## src/rtl/lowmem_top_decode.sv

```systemverilog
module lowmem_top_decode #(
  parameter int ADDR_W  = 32,
  parameter int GRAN_W  = 20,
  parameter int ALIGN_W = 6
) (
  input  logic               clk,
  input  logic               rst_n,
  input  logic               cfg_wr,
  input  logic [1:0]         cfg_be,
  input  logic [15:0]        cfg_wdata,
  output logic [15:0]        cfg_rdata,
  input  logic               lock_in,
  input  logic               reclaim_en,
  input  logic [ADDR_W-1:0]  host_addr,
  output logic               dram_hit,
  input  logic [11:0]        gfx_size,
  input  logic [11:0]        prot_size,
  output logic [ADDR_W-1:0]  gfx_base,
  output logic [ADDR_W-1:0]  prot_base,
  output logic               cfg_err
);
  localparam int FIELD_W = ADDR_W - GRAN_W;

  logic [FIELD_W-1:0] bound_q;
  logic               locked_q;
  logic               wr_ok;
  logic [FIELD_W-1:0] gfx_mb, prot_mb;

  assign wr_ok = cfg_wr && !lock_in && !locked_q;

  always_ff @(posedge clk) begin
    if (!rst_n) begin
      bound_q  <= FIELD_W'(1);
      locked_q <= 1'b0;
    end else begin
      if (lock_in) locked_q <= 1'b1;
      if (wr_ok && cfg_be[0]) bound_q[3:0] <= cfg_wdata[7:4];
      if (wr_ok && cfg_be[1]) bound_q[FIELD_W-1:4] <= cfg_wdata[15:8];
    end
  end

  assign cfg_rdata = {bound_q, 4'h0};
  assign dram_hit  = host_addr[ADDR_W-1:GRAN_W] < bound_q;
  assign cfg_err   = reclaim_en && (bound_q[ALIGN_W-1:0] != '0);
  assign gfx_mb    = bound_q - gfx_size;
  assign prot_mb   = gfx_mb - prot_size;
  assign gfx_base  = {gfx_mb, {GRAN_W{1'b0}}};
  assign prot_base = {prot_mb, {GRAN_W{1'b0}}};

  assert_write_lands_R3: assert property (@(posedge clk) disable iff (!rst_n)
    (cfg_wr && cfg_be == 2'b11 && !lock_in && !locked_q)
      |=> cfg_rdata[15:4] == $past(cfg_wdata[15:4]));

  assert_locked_stable_R5: assert property (@(posedge clk) disable iff (!rst_n)
    (lock_in || locked_q) |=> $stable(cfg_rdata));

  assert_lock_sticky_R6: assert property (@(posedge clk) disable iff (!rst_n)
    lock_in |=> locked_q);

  assert_err_needs_reclaim_R7: assert property (@(posedge clk) disable iff (!rst_n)
    cfg_err |-> reclaim_en);

  assert_hit_vs_read_R4: assert property (@(posedge clk) disable iff (!rst_n)
    dram_hit == (host_addr < {cfg_rdata[15:4], {GRAN_W{1'b0}}}));

  assert_gfx_stack_R8: assert property (@(posedge clk) disable iff (!rst_n)
    (gfx_base + {gfx_size, {GRAN_W{1'b0}}}) == {cfg_rdata[15:4], {GRAN_W{1'b0}}});
endmodule

```

## config.mk

```make
export PLATFORM = sky130hd
export DESIGN_NAME = lowmem_top_decode
export DESIGN_NICKNAME = d
export VERILOG_FILES = /design/src/rtl/lowmem_top_decode.sv
export SDC_FILE = /design/constraint.sdc
export NUM_CORES = 1
export LEC_CHECK = 0
export BUFFER_PORTS_ARGS = -buffer_cell sky130_fd_sc_hd__buf_2
export CAP_MARGIN = 20
export CORE_ASPECT_RATIO = 0.6
export CORE_MARGIN = 1.5
export CORE_UTILIZATION = 35
export CTS_CLUSTER_DIAMETER = 50
export DETAILED_ROUTE_END_ITERATION = 12
export GPL_ROUTABILITY_DRIVEN = 0
export PLACE_DENSITY_LB_ADDON = 0.2
export SLEW_MARGIN = 10
export SYNTH_ARGS = -nofsm -noshare
export SYNTH_HDL_FRONTEND = slang
export SYNTH_SLANG_ARGS = --single-unit
```

## constraint.sdc

```tcl
create_clock -name clk -period 4.12 [get_ports clk]
set_clock_uncertainty 0.15 [all_clocks]
set_input_delay 0 -clock clk [delete_from_list [all_inputs] [get_ports clk]]
set_output_delay 0 -clock clk [all_outputs]
set_load 0.005 [all_outputs]
```

==> reports/results.tsv, run 1 <==
stage	metric	value	unit
global_route	antenna_found_initial	0	
yosys	synth.distinct_cells	43	
global_route	grt_pass1_vias	1907	
clock_network	cts_tree	yes	
critical_path	cp_slowest_cell	fa_1	
critical_path	crit_chain	inv_1, ha_1, fa_1, nor2b_1, o21ai_0, a21oi_1, o21a_1, nor2_1, xnor2_1, ha_1, o21a_1, o31a_1, o41a_1, o21ai_0, nand3_1, o311ai_0, buf_2	
timing	finalMaxSlewViolations	0	
floorplan	fp.dieW	105.5	um
flow_run	cap_violations	0	
clock_network	cts_sinks	13	
floorplan	row_count	22	
clock_network	cts_inserted_buffers	3	
floorplan	initial_core_util	0.3614	
timing	hold_slack	160.1	ps
timing	rsz0062_at_grt	false	
routing	drt_pass1_iterations	4	
clock_network	path_clk_slew	50	ps
min_path	hold-path-endpoint	cfg_err	
yosys	synthesis.area	2208	um^2
power	p_leak	1.549	nW
critical_path	timing.rr.start	locked_q	
outcome	status	finished clean	
routing	wire_per_inst	11.14	um
yosys	synth-seq-cells	13	
timing	setup_ws	284.3	ps
floorplan	core_area	6111	um^2
finish	nNetsFinal	519	
critical_path	crit_path_max_fanout	3	
yosys	synth_common_cells	46 x inv_1, 45 x buf_4, 33 x ha_1	
clock_network	cts_resized	0	
yosys	synth_flop_cell	dfxtp_1	
global_route	overflow	0	
timing	hold_violations	0	
timing	setup_tns	0	ps
critical_path	crit_arrival	3690	ps
routing	num_vias	2120	
yosys	yosysTopAreaCellShare	0.1870	
timing	timing.slew.headroom	0.6001	
floorplan	die_area	6811	um^2
timing	min_period	3836	ps
min_path	holdCritPathClass	in2out	
yosys	syn_inst	287	
yosys	synth_edf_count	0	
power	irDropWorstVdd	0.1009	mV
critical_path	r2r-end	bound_q[10]	
yosys	synth.most_common_cell	inv_1	
routing	drc	0	
critical_path	cp-end-kind	output port	
finish	drive_gt1_frac	0.2525	
power	power.total	0.5831	mW
yosys	ys_warn_count	0	
routing	drt_iter0_markers	50	
finish	finalNonFillerCells	488	
min_path	holdPathStages	4	
placed_design	numPlacedInstances	457	
routing	vias_per_cell	4.344	
placed_design	io_buffers	92	
timing	final-setup-viol-count	0	
global_route	grt_max_degree	14	
clock_network	cts.htree.levels	1	
routing	drtAntennaViolNets	0	
routing	wl	5438	um
clock_network	cts_root_buf	clkbuf_8	
global_route	grt_pass1_wl	8556	um
critical_path	critPathMaxStageDelay	410	ps
critical_path	critPathKind	reg2out	
clock_network	clk_path_buf_depth	2	
yosys	seq_area_frac_synth	0.1178	
placed_design	pre_cts_slack	571.7	ps
yosys	avgSynthCellArea	7.695	um^2
critical_path	ff2ff_path_depth	5	
timing	post-route-period-util	0.9310	
power	p_per_area	201.5	nW/um^2
yosys	synth_top_cells_by_area	ha_1 19%, buf_4 15%, dfxtp_1 12%	
critical_path	startpoint_type	flip-flop	
critical_path	worstPathRequired	3970	ps
clock_network	clkLatencyLatePin	240	ps
timing	tightest_slew	584.7	ps
floorplan	ios	161	
finish	antennaDiodeCount	0	
placed_design	dp.final_hpwl	4580	um
min_path	hp-start	reclaim_en	
floorplan	fp.dieH	64.53	um
yosys	synth_area_leader_cell	ha_1	
global_route	grtUsageTotal	0.1558	
timing	fmax	260.7	MHz
finish	syn_to_final_growth	31.05	%
yosys	synthArstFlopShare	0	
critical_path	r2r_slack	2020	ps
==> through the flow <==
stage                 util  area [um^2]
global route        0.4736         2894
global placement    0.4224         2581
CTS                 0.4724         2887
finish              0.4736         2894
floorplan                -         2370
detailed placement  0.4224         2581
==> routing by layer <==
| layer | track usage | part of all wire | vias to the layer above |
|---|---|---|---|
| met5 | 0 | 0 | - |
| met3 | 0.04527 | 0.082 | 0 |
| met2 | 0.2312 | 0.40 | 76 |
| met1 | 0.2289 | 0.52 | 932 |
| li1 | - | - | 1112 |
| met4 | 0.01351 | 0 | 0 |
==> cell type report <==
type / count / area [um^2]
multi-input combinational: 222 / 1583
sequential: 13 / 260.3
tap: 84 / 105.1
clock buffer: 4 / 45.04
inverter: 46 / 172.7
timing repair buffer: 119 / 728.2
fill: 657 / 3217
==> worst max-delay path: cells and delay by family, from the launching register on <==
family                     cells  cell delay [ps]
AOI/OAI and AO/OA              8             1310
adders and majority gates      3              930
DFF                            1              370
and+or+nand+nor                3              310
buffers and inverters          2              270
xor gates and xnor gates       1              240
==> worst max-delay path by stage <==
stage	from	to	slack, ps	depth (start not counted)
global placement	bound_q[0]	prot_base[31]	620	17
detailed placement	bound_q[0]	prot_base[29]	570	16
floorplan	bound_q[0]	prot_base[31]	990	16
CTS	bound_q[0]	prot_base[29]	280	16
finish	bound_q[0]	prot_base[29]	280	17
global route	bound_q[0]	prot_base[30]	7	17
==> logic make-up after synthesis <==
kind of cell	share of synthesized area
buf+inv	0.2385
simple gates	0.1354
compound gates	0.1824
fa+ha+maj	0.2051
xor+xnor	0.06912
flops	0.1178
mux	0.04986
other cells	0.001698
==> layout by cell type (no fill, tap or decap), types with 2 or more instances in the layout <==
cell	instances
buf_2	92
inv_1	46
conb_1	44
ha_1	33
dlygate4sd3_1	26
nor2_1	22
nor2b_1	15
dfxtp_1	13
a21oi_1	11
mux2i_1	11
o21ai_0	10
xnor2_1	10
o21a_1	8
nor3_1	5
a21o_1	4
nand3_1	4
nand2_1	4
xor2_1	3
nand2b_1	3
and3_1	3
clkbuf_8	3
o221ai_1	2
o41a_1	2
nand4_1	2
o31a_1	2
a211oi_1	2
a31oi_1	2
a21boi_0	2
o311ai_0	2
nor4_1	2
fa_1	2
==> where the power goes <==
part / internal, mW / switching, mW
combinational: 0.168 / 0.164
clock: 0.0684 / 0.0485
sequential: 0.130 / 0.00430
==> state kept, by name (all words and copies together) (netlist names) <==
signal / count
locked_q: 1
bound_q: 12
==> timing repair <==
action | in CTS | in global routing
setup buffers | 0 | 1
hold buffers | 26 | 0
endpoints found under the hold margin | 13 | 0
endpoints found under the setup margin | 0 | 1
No activity file was read; power rests on OpenSTA's default activity.
==> run 2: changes to the inputs <==
--- a/config.mk
+++ b/config.mk
@@ -14,7 +14,7 @@
 export DETAILED_ROUTE_END_ITERATION = 12
 export GPL_ROUTABILITY_DRIVEN = 0
 export PLACE_DENSITY_LB_ADDON = 0.2
-export SLEW_MARGIN = 10
+export RECOVER_POWER = 50
 export SYNTH_ARGS = -nofsm -noshare
 export SYNTH_HDL_FRONTEND = slang
 export SYNTH_SLANG_ARGS = --single-unit
==> reports/results.tsv, run 2 (synthesized netlist as in run 1, its figures left out) <==
stage	metric	value	unit
min_path	hold-path-endpoint	cfg_err	
timing	timing.slew.headroom	0.6010	
routing	vias_per_cell	4.340	
finish	final_common_cell	buf_2	
global_route	grt_max_degree	14	
clock_network	cts_inserted_buffers	3	
clock_network	cts_root_buf	clkbuf_8	
critical_path	timing.rr.start	locked_q	
critical_path	worstPathRequired	3970	ps
routing	drc	0	
clock_network	cts.htree.levels	1	
global_route	grt_pass1_wl	8556	um
global_route	grtUsageTotal	0.1558	
finish	nNetsFinal	519	
routing	drtAntennaViolNets	0	
global_route	grt_pass1_vias	1907	
routing	wire_per_inst	11.14	um
critical_path	critPathKind	reg2out	
timing	post-route-period-util	0.9311	
timing	setup_tns	0	ps
critical_path	crit_arrival	3690	ps
timing	rsz0062_at_grt	false	
critical_path	cp-end-kind	output port	
power	p_per_area	201.8	nW/um^2
timing	fmax	260.7	MHz
floorplan	die_area	6811	um^2
routing	num_vias	2118	
clock_network	clk_path_buf_depth	2	
critical_path	r2r-end	bound_q[10]	
floorplan	row_count	22	
placed_design	numPlacedInstances	457	
clock_network	cts_resized	0	
finish	finalNonFillerCells	488	
floorplan	ios	161	
placed_design	io_buffers	92	
timing	final-setup-viol-count	0	
floorplan	fp.dieW	105.5	um
finish	top_register	bound_q	
power	irDropWorstVdd	0.1009	mV
finish	largest_reg_flops	12	
power	p_leak	1.517	nW
timing	finalMaxSlewViolations	0	
min_path	holdPathStages	4	
finish	syn_to_final_growth	30.54	%
critical_path	r2r_slack	2020	ps
finish	antennaDiodeCount	0	
floorplan	core_area	6111	um^2
critical_path	ff2ff_path_depth	5	
routing	wl	5436	um
critical_path	startpoint_type	flip-flop	
routing	drt_iter0_markers	50	
global_route	overflow	0	
global_route	antenna_found_initial	0	
critical_path	crit_path_max_fanout	3	
min_path	holdCritPathClass	in2out	
outcome	status	finished clean	
finish	drive_gt1_frac	0.2302	
clock_network	cts_tree	yes	
timing	min_period	3836	ps
floorplan	initial_core_util	0.3614	
timing	hold_violations	0	
routing	drt_pass1_iterations	4	
flow_run	cap_violations	0	
finish	top_regs	bound_q x12, locked_q x1	
finish	final_cell_mix	83 x buf_2, 46 x inv_1, 44 x conb_1	
placed_design	dp.final_hpwl	4580	um
clock_network	path_clk_slew	60	ps
min_path	hp-start	reclaim_en	
clock_network	clkLatencyLatePin	240	ps
floorplan	fp.dieH	64.53	um
clock_network	cts_sinks	13	
finish	finish.utilization	0.4717	
timing	tightest_slew	583.4	ps
==> run 2: cell types whose count changed in the layout (fill, tap and decap cells not counted) <==
cell	delta
buf_2	-9
clkbuf_1	+9
==> run 2: area by class of cell <==
type	count	area, um^2
inverter	46	172.7
multi-input combinational	222	1583
fill	656	3228
sequential	13	260.3
timing repair buffer	119	716.9
tap	84	105.1
clock buffer	4	45.04
==> run 2: where the power goes <==
part	switching, mW	internal, mW
combinational	0.164	0.167
clock	0.0488	0.0684
sequential	0.00437	0.130
==> run 2: worst max-delay path by stage <==
stage / start / end / slack, ps
6_report: bound_q[0] / prot_base[29] / 280
2_1_floorplan: bound_q[0] / prot_base[31] / 990
4_1_cts: bound_q[0] / prot_base[29] / 280
3_5_place_dp: bound_q[0] / prot_base[29] / 570
5_1_grt: bound_q[0] / prot_base[30] / 7
3_3_place_gp: bound_q[0] / prot_base[31] / 620
==> run 2: critical path, cell delays in order, from the launching register on <==
cell and delay [ps]:
dfxtp_1 370, inv_1 90, ha_1 220, fa_1 410, nor2b_1 130, o21ai_0 110, a21oi_1 200, o21a_1 210
nor2_1 70, xnor2_1 240, ha_1 300, o21a_1 140, o31a_1 100, o41a_1 130, o21ai_0 300, nand3_1 110
o311ai_0 120, buf_2 180
==> run 2: through the flow <==
step           power (mW)  setup slack, ps  instance area (um^2)  hold slack [ps]
2_1_floorplan      0.3684            987.3                  2370           -82.66
3_3_place_gp       0.4484            617.6                  2581            91.46
3_5_place_dp       0.4517            571.7                  2581            100.0
4_1_cts            0.5859            283.5                  2887            159.2
5_1_grt            0.6341            7.052                  2883            180.0
6_report           0.5818            283.9                  2883            143.4
==> run 2: routing by layer <==
layer	track usage	vias up	routed length, um
met2	0.2312	76	2166
met1	0.2289	932	2853
li1	-	1110	-
met3	0.04527	0	416
met5	0	-	0
met4	0.01351	0	0
==> run 2: what timing repair did <==
item / 4_1_cts / 5_1_grt
endpoints found under the hold margin: 13 / 0
endpoints found under the setup margin: 0 / 1
buffers inserted: 0 / 1
hold buffers: 26 / 0
